## src/rtl/csi_pkg.sv

```systemverilog
package csi_pkg;
    typedef enum logic [2:0] {
        FN_PLAIN = 3'd0,
        FN_FOLD  = 3'd1,
        FN_POLY  = 3'd2,
        FN_WIN   = 3'd3
    } csi_fn_e;
endpackage

```

## src/rtl/csi_strip.sv

```systemverilog
module csi_strip #(
    parameter int ADDR_W    = 32,
    parameter int PART_LSB  = 8,
    parameter int PART_BITS = 2
) (
    input  logic              strip_en,
    input  logic [ADDR_W-1:0] addr,
    output logic [ADDR_W-1:0] part_addr
);
    localparam logic [ADDR_W-1:0] LOW_MASK = (ADDR_W'(1) << PART_LSB) - ADDR_W'(1);

    always_comb begin
        if (strip_en)
            part_addr = ((addr >> PART_BITS) & ~LOW_MASK) | (addr & LOW_MASK);
        else
            part_addr = addr;
    end
endmodule

```

## src/rtl/csi_hash.sv

```systemverilog
module csi_hash
    import csi_pkg::*;
#(
    parameter int ADDR_W     = 32,
    parameter int LINE_BYTES = 128,
    parameter int NUM_SETS   = 64
) (
    input  logic [ADDR_W-1:0]           pa,
    input  logic [2:0]                  sel,
    output logic [$clog2(NUM_SETS)-1:0] idx,
    output logic                        err
);
    localparam int OFF     = $clog2(LINE_BYTES);
    localparam int IDX_W   = $clog2(NUM_SETS);
    localparam bit HASH_OK = (NUM_SETS == 32) || (NUM_SETS == 64);

    logic [IDX_W-1:0] plain_v, fold_v, poly_v, win_v;
    logic [5:0]       poly6, win6;

    always_comb begin
        plain_v = pa[OFF +: IDX_W];
        fold_v  = plain_v ^ pa[OFF+IDX_W +: IDX_W];

        poly6[0] = pa[25]^pa[24]^pa[23]^pa[22]^pa[21]^pa[18]^pa[17]^pa[15]^pa[12]^pa[7];
        poly6[1] = pa[26]^pa[25]^pa[24]^pa[23]^pa[22]^pa[19]^pa[18]^pa[16]^pa[13]^pa[8];
        poly6[2] = pa[26]^pa[22]^pa[21]^pa[20]^pa[19]^pa[18]^pa[15]^pa[14]^pa[12]^pa[9];
        poly6[3] = pa[23]^pa[22]^pa[21]^pa[20]^pa[19]^pa[16]^pa[15]^pa[13]^pa[10];
        poly6[4] = pa[24]^pa[23]^pa[22]^pa[21]^pa[20]^pa[17]^pa[16]^pa[14]^pa[11];
        poly6[5] = pa[12];
        poly_v   = IDX_W'(poly6);

        win6[4:0] = pa[OFF +: 5] ^ pa[OFF+10 +: 5];
        win6[5]   = pa[OFF+5];
        win_v     = IDX_W'(win6);

        err = 1'b0;
        idx = plain_v;
        case (sel)
            FN_PLAIN: idx = plain_v;
            FN_FOLD:  idx = fold_v;
            FN_POLY:  if (HASH_OK) idx = poly_v; else err = 1'b1;
            FN_WIN:   if (HASH_OK) idx = win_v;  else err = 1'b1;
            default:  err = 1'b1;
        endcase
    end
endmodule

```

## src/rtl/cache_set_index.sv

```systemverilog
module cache_set_index
    import csi_pkg::*;
#(
    parameter int ADDR_W     = 32,
    parameter int LINE_BYTES = 128,
    parameter int NUM_SETS   = 64,
    parameter int PART_LSB   = 8,
    parameter int PART_BITS  = 2
) (
    input  logic                        clk,
    input  logic                        rst_n,
    input  logic                        in_valid,
    input  logic [ADDR_W-1:0]           addr,
    input  logic [2:0]                  fn_sel,
    input  logic                        strip_en,
    output logic                        out_valid,
    output logic [$clog2(NUM_SETS)-1:0] set_idx,
    output logic                        cfg_err
);
    localparam int OFF   = $clog2(LINE_BYTES);
    localparam int IDX_W = $clog2(NUM_SETS);

    typedef struct packed {
        logic             vld;
        logic             err;
        logic [IDX_W-1:0] idx;
    } out_t;

    out_t             st_d, st_q;
    logic [ADDR_W-1:0] part_addr;
    logic [IDX_W-1:0]  hash_idx;
    logic              hash_err;

    csi_strip #(.ADDR_W(ADDR_W), .PART_LSB(PART_LSB), .PART_BITS(PART_BITS)) u_strip (
        .strip_en (strip_en),
        .addr     (addr),
        .part_addr(part_addr)
    );

    csi_hash #(.ADDR_W(ADDR_W), .LINE_BYTES(LINE_BYTES), .NUM_SETS(NUM_SETS)) u_hash (
        .pa (part_addr),
        .sel(fn_sel),
        .idx(hash_idx),
        .err(hash_err)
    );

    always_comb begin
        st_d     = st_q;
        st_d.vld = in_valid;
        if (in_valid) begin
            st_d.idx = hash_idx;
            st_d.err = hash_err;
        end
    end

    always_ff @(posedge clk or negedge rst_n) begin
        if (!rst_n) st_q <= '0;
        else        st_q <= st_d;
    end

    assign out_valid = st_q.vld;
    assign set_idx   = st_q.idx;
    assign cfg_err   = st_q.err;

    a_r8_valid_next: assert property (@(posedge clk) disable iff (!rst_n)
        in_valid |=> out_valid);
    a_r8_idle_hold: assert property (@(posedge clk) disable iff (!rst_n)
        !in_valid |=> (!out_valid && $stable(set_idx) && $stable(cfg_err)));
    a_r7_bad_code: assert property (@(posedge clk) disable iff (!rst_n)
        (in_valid && fn_sel > 3'd3) |=> (cfg_err && set_idx == $past(part_addr[OFF +: IDX_W])));
    a_r1_plain: assert property (@(posedge clk) disable iff (!rst_n)
        (in_valid && fn_sel == 3'd0 && !strip_en) |=> (set_idx == $past(addr[OFF +: IDX_W]) && !cfg_err));

    generate
        if (NUM_SETS == 64) begin : g_poly64
            a_r4_poly_top: assert property (@(posedge clk) disable iff (!rst_n)
                (in_valid && fn_sel == 3'd2 && !strip_en) |=> (set_idx[5] == $past(addr[12])));
        end
    endgenerate
endmodule

```

## config.mk

```make
export PLATFORM = sky130hd
export DESIGN_NAME = cache_set_index
export DESIGN_NICKNAME = d
export VERILOG_FILES = /design/src/rtl/csi_pkg.sv /design/src/rtl/csi_strip.sv /design/src/rtl/csi_hash.sv /design/src/rtl/cache_set_index.sv
export SDC_FILE = /design/constraint.sdc
export NUM_CORES = 1
export LEC_CHECK = 0
export BUFFER_PORTS_ARGS = -buffer_cell sky130_fd_sc_hd__clkbuf_2
export CORE_MARGIN = 4
export CORE_UTILIZATION = 41
export DETAILED_ROUTE_END_ITERATION = 6
export GPL_TIMING_DRIVEN = 1
export MAX_ROUTING_LAYER = met4
export PLACE_DENSITY = 0.77
export RECOVER_POWER = 50
export SLEW_MARGIN = 20
export SYNTH_ARGS = -nofsm -noshare
export SYNTH_HDL_FRONTEND = slang
export SYNTH_SLANG_ARGS = --single-unit
```

## constraint.sdc

```tcl
create_clock -name clk -period 1.5 [get_ports clk]
set_input_delay 0.225 -clock clk [delete_from_list [all_inputs] [get_ports clk]]
set_output_delay 0.225 -clock clk [all_outputs]
set_load 0.05 [all_outputs]
```

==> impl_metrics.env, run 1 <==
export IMPL_tightestPinTransition_ns=0.589
export IMPL_floorplan_core_area_um2=3340
export IMPL_grt_pass1_vias=1297
export IMPL_seqPwrFrac_pct=21.4
export IMPL_max_slew_margin_pct=60.9
export IMPL_clk_pin_slew_ns=0.05
export IMPL_max_vdd_ir_drop_mv=0.429
export IMPL_initial_core_util_pct=42.3
export IMPL_clkPwrFrac_pct=13.1
export IMPL_post_drt_wl_per_cell_um=14.1
export IMPL_antenna_left=0
export IMPL_dp_hpwl_um=3000
export IMPL_fin_crit_sh_pct=96.9
export IMPL_path_max_fanout=4
export IMPL_p_int_mw=0.717
export IMPL_clock_tree_htree_level_count=1
export IMPL_syn_mean_instance_area_um2=9.79
export IMPL_synth_seq_area_share_pct=14.2
export IMPL_fmaxAchievable_mhz=688
export IMPL_final_min_clock_period_ns=1.45
export IMPL_final_core_util_pct=54.3
export IMPL_worstPathCellList="clkbuf_2 > buf_12 > xnor3_1 > mux2i_1 > xnor2_1 > xnor2_1 > nand2_1 > a21oi_2"
export IMPL_synth_net_count=183
export IMPL_cts_inserted_buffers=3
export IMPL_critical_path_startpoint_type="input pin"
export IMPL_finalClockSkew_ns=0
export IMPL_syn_inst=144
export IMPL_slowest_stage_delay_on_critical_path_ns=0.35
export IMPL_total_switching_power_mw=0.507
export IMPL_first_iter_violations=25
export IMPL_grt_first_pass_wirelength_um=5710
export IMPL_grt_ovfl_total=0
export IMPL_report_final_setup_viol=0
export IMPL_globalplace_congestion=0.835
export IMPL_setup_slack_ns=0.0467
export IMPL_placement_setup_worst_slack_ns=-0.235
export IMPL_crit_path_frequent_cell="xnor2_1"
export IMPL_sw_frac_of_total_pct=41.4
export IMPL_max_cap_violations=0
export IMPL_post_synth_instance_area_um2=1410
export IMPL_timing_hold_violations_final=0
export IMPL_pin_count=47
export IMPL_placement_rows=21
export IMPL_combinationalPowerShare_pct=65.6
export IMPL_drcViolationCount=0
export IMPL_outcome="completed"
export IMPL_grt_start_max_net_pins=14
export IMPL_track_usage_pct=17.4
export IMPL_detailroute_via_count=1247
export IMPL_final_sum_of_negative_setup_slack_ns=0
export IMPL_worst_path_max_delay_cell="xnor3_1"
export IMPL_postSynthRegisterBits=8
export IMPL_clock_sinks=8
export IMPL_synth_distinct_cells=32
export IMPL_vias_per_cell=5.05
export IMPL_power_density_nw_per_um2=677
export IMPL_fraction_of_layout_cells_with_a_size_suffix_above_1_pct=38.3
export IMPL_critPathKind="in -> reg"
export IMPL_commonest_non_fill_non_tap_cell_in_the_layout="clkbuf_2"
export IMPL_cts_root_to_sink_buffers=2
export IMPL_commonest_cells_after_routing_fill_and_taps_aside="clkbuf_2 (32), buf_4 (30), xnor2_1 (19), xor2_1 (19), mux2i_1 (19)"
export IMPL_hold_class="in -> reg"
export IMPL_critical_path_arrival_ns=1.63
export IMPL_ys_warn_count=0
export IMPL_whs_ns=0.200
export IMPL_routed_wirelength_um=3490
export IMPL_total_leakage_power_nw=0.888
export IMPL_clock_tree_root_cell="clkbuf_4"
export IMPL_cts_tree="done"
export IMPL_antenna_found_initial=0
export IMPL_grt_setup_unrepaired="false"
export IMPL_floorplan_die_area_um2=4440
export IMPL_final_net_count=242
export IMPL_critPathBufInv=2
export IMPL_insertion_delay_ns=0.25
export IMPL_die_x_um=66.6
export IMPL_timing_critical_path_to_type="flip-flop"
export IMPL_detail_route_first_pass_iterations=4
export IMPL_portBuffers=36
export IMPL_n_antenna_cell=0
export IMPL_ff2ff_setup_slack_ns=0.39
export IMPL_timing_final_max_slew_violations=0
export IMPL_cp_required_ns=1.68
export IMPL_area_growth_pct=28.4
export IMPL_critPathTopFamily="XOR/XNOR gates"
export IMPL_die_height_um=66.6
export IMPL_postCtsSetupBuffers=0
==> through the flow <==
| step | instances | area (um2) | power [mW] |
|---|---|---|---|
| after floorplan | 144 | 1420 | 0.828 |
| after global placement | 243 | 1780 | 1.04 |
| after detailed placement | 243 | 1780 | 1.07 |
| after CTS | 247 | 1810 | 1.23 |
| after global routing | 247 | 1810 | 1.31 |
| final | 247 | 1810 | 1.22 |
==> power groups by stage <==
stage	logic [mW]	registers, mW	clock network [mW]
2_1_floorplan	0.460	0.368	0
3_3_place_gp	0.780	0.263	0
3_5_place_dp	0.801	0.265	0
4_1_cts	0.806	0.261	0.164
5_1_grt	0.863	0.266	0.184
6_report	0.803	0.262	0.160
==> worst paths after layout <==
kind / depth (start not counted) / start / to
min reg2reg: 2 / set_idx[0]$_DFFE_PN0P_ / set_idx[0]$_DFFE_PN0P_
min: 1 / in_valid / out_valid$_DFF_PN0_
max reg2reg: 6 / set_idx[2]$_DFFE_PN0P_ / set_idx[2]$_DFFE_PN0P_
min in group asynchronous: 2 / rst_n / set_idx[4]$_DFFE_PN0P_
max in group asynchronous: 2 / rst_n / set_idx[3]$_DFFE_PN0P_
max: 8 / addr[17] / set_idx[3]$_DFFE_PN0P_
==> flip-flops by register name (all words and copies together) (netlist names) <==
signal and flops:
cfg_err 1, set_idx 6, out_valid 1
==> layout make-up <==
class | instances | area, um2
Fill cell | 320 | 1530
Multi-Input combinational cell | 122 | 1100
Timing Repair Buffer | 68 | 434
Sequential cell | 8 | 200
Tap cell | 46 | 57.6
Clock buffer | 3 | 22.5
==> synthesized netlist by cell type <==
library cell | count | area [um2]
a21o_1 | 1 | 7.51
a21oi_1 | 9 | 45.0
a21oi_2 | 1 | 8.76
a311o_1 | 2 | 20.0
a311oi_1 | 3 | 26.3
a31oi_1 | 1 | 6.26
and2_1 | 1 | 6.26
buf_2 | 6 | 30.0
buf_6 | 3 | 33.8
buf_8 | 2 | 30.0
clkbuf_8 | 1 | 13.8
dfrtp_1 | 8 | 200
dlygate4sd1_1 | 2 | 17.5
mux2_1 | 1 | 11.3
mux2_2 | 1 | 11.3
mux2i_1 | 19 | 190
mux2i_2 | 1 | 13.8
mux2i_4 | 1 | 22.5
nand2_1 | 9 | 33.8
nand2b_1 | 3 | 18.8
nand3_1 | 6 | 30.0
nor2_1 | 3 | 11.3
nor3b_2 | 1 | 12.5
nor4b_2 | 1 | 15.0
o21ai_0 | 6 | 30.0
o21ai_1 | 2 | 10.0
o21bai_1 | 1 | 7.51
or2b_2 | 1 | 8.76
xnor2_1 | 20 | 175
xnor2_2 | 1 | 16.3
xnor3_1 | 8 | 180
xor2_1 | 19 | 166
==> logic make-up after synthesis <==
family,count (synthesis),synth area share (%)
buffers and inverters,14,8.87
flip-flops,8,14.2
multiplexers,23,17.7
AO/OA/AOI/OAI,26,11.4
XOR/XNOR,48,38.2
AND/OR/NAND/NOR,25,9.67
==> metal layers <==
metal  GRT usage, %  wire length [um]
met5              -                 0
met4           4.82                79
met3           3.04               139
met2           31.6              1950
met1           19.4              1310
==> timing repair <==
action	4_1_cts	5_1_grt
endpoints found under the setup margin	0	4
resized for setup	0	3
endpoints found under the hold margin	8	0
hold buffers	1	0
No activity file was read; power rests on OpenSTA's default activity.
==> inputs of run 2 (changes only) <==
--- a/config.mk
+++ b/config.mk
@@ -11,7 +11,7 @@
 export DETAILED_ROUTE_END_ITERATION = 6
 export GPL_TIMING_DRIVEN = 1
 export MAX_ROUTING_LAYER = met4
-export PLACE_DENSITY = 0.77
+export PLACE_DENSITY = 0.8
 export RECOVER_POWER = 50
 export SLEW_MARGIN = 20
 export SYNTH_ARGS = -nofsm -noshare
==> constraint.sdc (replaced) <==
create_clock -name clk -period 1.2 [get_ports clk]
set_input_delay 0.18 -clock clk [delete_from_list [all_inputs] [get_ports clk]]
set_output_delay 0.18 -clock clk [all_outputs]
set_load 0.05 [all_outputs]
==> run 2 against run 1 <==
  * Hold slack improved by 0.040 ns
  * Sequential power rose by 25%
  * Sequential share of layout area decreased by 1.9 points
  * The run now ends with negative setup slack left
  * Critical endpoint is now set_idx[1]$_DFFE_PN0P_
  * Global-route usage increased by 3.0 points
  * Via count grew 9.9%
==> impl_metrics.env, run 2 (same netlist as run 1, synthesis figures left out) <==
export IMPL_fmaxAchievable_mhz=708
export IMPL_routed_wirelength_um=4590
export IMPL_drcViolationCount=0
export IMPL_power_density_nw_per_um2=811
export IMPL_fraction_of_layout_cells_with_a_size_suffix_above_1_pct=47.6
export IMPL_timing_final_max_slew_violations=0
export IMPL_clock_tree_htree_level_count=1
export IMPL_insertion_delay_ns=0.25
export IMPL_grt_pass1_vias=1425
export IMPL_ff2ff_setup_slack_ns=-0.01
export IMPL_grt_first_pass_wirelength_um=6730
export IMPL_outcome="complete, but fails checks"
export IMPL_final_min_clock_period_ns=1.41
export IMPL_hold_class="in -> reg"
export IMPL_placement_setup_worst_slack_ns=-0.486
export IMPL_cts_inserted_buffers=3
export IMPL_max_slew_margin_pct=71.2
export IMPL_area_growth_pct=54.3
export IMPL_pin_count=47
export IMPL_report_final_setup_viol=5
export IMPL_final_core_util_pct=65.2
export IMPL_detail_route_first_pass_iterations=4
export IMPL_path_max_fanout=6
export IMPL_grt_ovfl_total=0
export IMPL_cts_root_to_sink_buffers=2
export IMPL_max_vdd_ir_drop_mv=0.357
export IMPL_tightestPinTransition_ns=0.432
export IMPL_die_height_um=66.6
export IMPL_total_leakage_power_nw=1.03
export IMPL_antenna_found_initial=0
export IMPL_grt_start_max_net_pins=14
export IMPL_finalClockSkew_ns=0
export IMPL_clock_sinks=8
export IMPL_fin_crit_sh_pct=118
export IMPL_worst_path_max_delay_cell="xnor3_1"
export IMPL_worstHoldPathCells=2
export IMPL_first_iter_violations=91
export IMPL_detailroute_via_count=1370
export IMPL_rr_endpoint="set_idx[2]$_DFFE_PN0P_"
export IMPL_timing_critical_path_to_type="flip-flop"
export IMPL_dp_hpwl_um=3060
export IMPL_antenna_left=0
export IMPL_final_sum_of_negative_setup_slack_ns=-0.590
export IMPL_initial_core_util_pct=42.3
export IMPL_total_switching_power_mw=0.743
export IMPL_clock_tree_root_cell="clkbuf_4"
export IMPL_met2_usage_pct=36.4
export IMPL_slowest_stage_delay_on_critical_path_ns=0.37
export IMPL_cp_required_ns=1.39
export IMPL_critPathBufInv=1
export IMPL_min_to="cfg_err$_DFFE_PN0P_"
export IMPL_post_drt_wl_per_cell_um=17.8
export IMPL_globalRoute_busiestLayer="met2"
export IMPL_globalplace_congestion=0.947
export IMPL_floorplan_die_area_um2=4440
export IMPL_die_x_um=66.6
export IMPL_clk_pin_slew_ns=0.06
export IMPL_combinationalPowerShare_pct=69.6
export IMPL_critical_path_startpoint_type="input pin"
export IMPL_clkPwrFrac_pct=11.8
export IMPL_hold_path_startpoint="fn_sel[2]"
export IMPL_r2r_start="set_idx[2]$_DFFE_PN0P_"
export IMPL_violations_in_the_final_reports="negative setup slack"
export IMPL_critPathTopFamily="XOR/XNOR gates"
export IMPL_grt_setup_unrepaired="true"
export IMPL_vias_per_cell=5.31
export IMPL_largest_register_ffs=6
export IMPL_seqPwrFrac_pct=18.6
export IMPL_worstPathCellList="clkbuf_4 > xor2_1 > mux2i_1 > xnor3_1 > xnor2_1 > nand2_1 > a21oi_2"
export IMPL_commonest_cells_after_routing_fill_and_taps_aside="buf_4 (37), clkbuf_2 (23), xor2_1 (17)"
export IMPL_timing_hold_violations_final=0
export IMPL_met1_usage_grt_pct=24.3
export IMPL_commonest_non_fill_non_tap_cell_in_the_layout="buf_4"
export IMPL_critical_path_arrival_ns=1.60
export IMPL_track_usage_pct=20.4
export IMPL_placement_rows=21
export IMPL_portBuffers=36
export IMPL_setup_slack_ns=-0.212
export IMPL_floorplan_core_area_um2=3340
export IMPL_n_antenna_cell=0
export IMPL_p_int_mw=1.02
export IMPL_max_cap_violations=0
export IMPL_cts_tree="done"
export IMPL_grtUsageMet3_pct=2.53
export IMPL_ff2ff_path_depth=6
export IMPL_whs_ns=0.240
export IMPL_sw_frac_of_total_pct=42.1
export IMPL_critPathKind="in -> reg"
export IMPL_final_net_count=253
==> run 2: layout make-up <==
cell class | instances | area [um2]
clock buffer | 3 | 22.5
timing repair buffer | 79 | 642
fill | 249 | 1160
sequential | 8 | 200
multi-input combinational | 122 | 1250
tap | 46 | 57.6
==> run 2: layer usage <==
| layer | share of wire (%) | up-vias |
|---|---|---|
| li1 | - | 637 |
| met1 | 40 | 679 |
| met3 | 3.8 | 10 |
| met4 | 2.0 | 0 |
| met5 | 0 | - |
| met2 | 54 | 44 |
==> run 2: worst max path at each step <==
stage	startpoint	end	slack, ns	cells past startpoint
final	addr[10]	set_idx[1]$_DFFE_PN0P_	-0.21	7
after global routing	addr[10]	set_idx[1]$_DFFE_PN0P_	-0.21	7
after CTS	strip_en	set_idx[1]$_DFFE_PN0P_	-0.09	7
after detailed placement	strip_en	set_idx[0]$_DFFE_PN0P_	-0.49	7
after global placement	strip_en	set_idx[2]$_DFFE_PN0P_	-0.43	7
after floorplan	strip_en	set_idx[1]$_DFFE_PN0P_	-0.21	7
==> run 2: stage by stage <==
| stage | instances | power [mW] | instance area [um2] |
|---|---|---|---|
| after floorplan | 144 | 1.05 | 1460 |
| after global placement | 247 | 1.32 | 1810 |
| after CTS | 258 | 1.65 | 2070 |
| after global routing | 258 | 1.85 | 2180 |
| after detailed placement | 247 | 1.35 | 1810 |
| final | 258 | 1.76 | 2180 |
==> run 2: worst register-to-register path: stages (launching register included) <==
cell      delay, ns
dfrtp_1        0.36
nor2_1         0.05
a31oi_1        0.21
and2_1         0.20
nand2b_1       0.08
mux2i_1        0.15
a21o_1         0.10
==> run 2: repair_timing <==
item	in CTS	in global routing
hold endpoints to repair	8	0
pin swaps	9	17
resized for setup	26	26
hold buffers	1	0
setup buffers	7	0
endpoints found under the setup margin	6	5
==> run 2: power groups by stage <==
| stage | clock (mW) | sequential [mW] | combinational (mW) |
|---|---|---|---|
| detailed placement | 0 | 0.334 | 1.01 |
| global route | 0.226 | 0.331 | 1.29 |
| CTS | 0.208 | 0.329 | 1.11 |
| finish | 0.209 | 0.328 | 1.23 |
| global placement | 0 | 0.331 | 0.993 |
| floorplan | 0 | 0.460 | 0.592 |
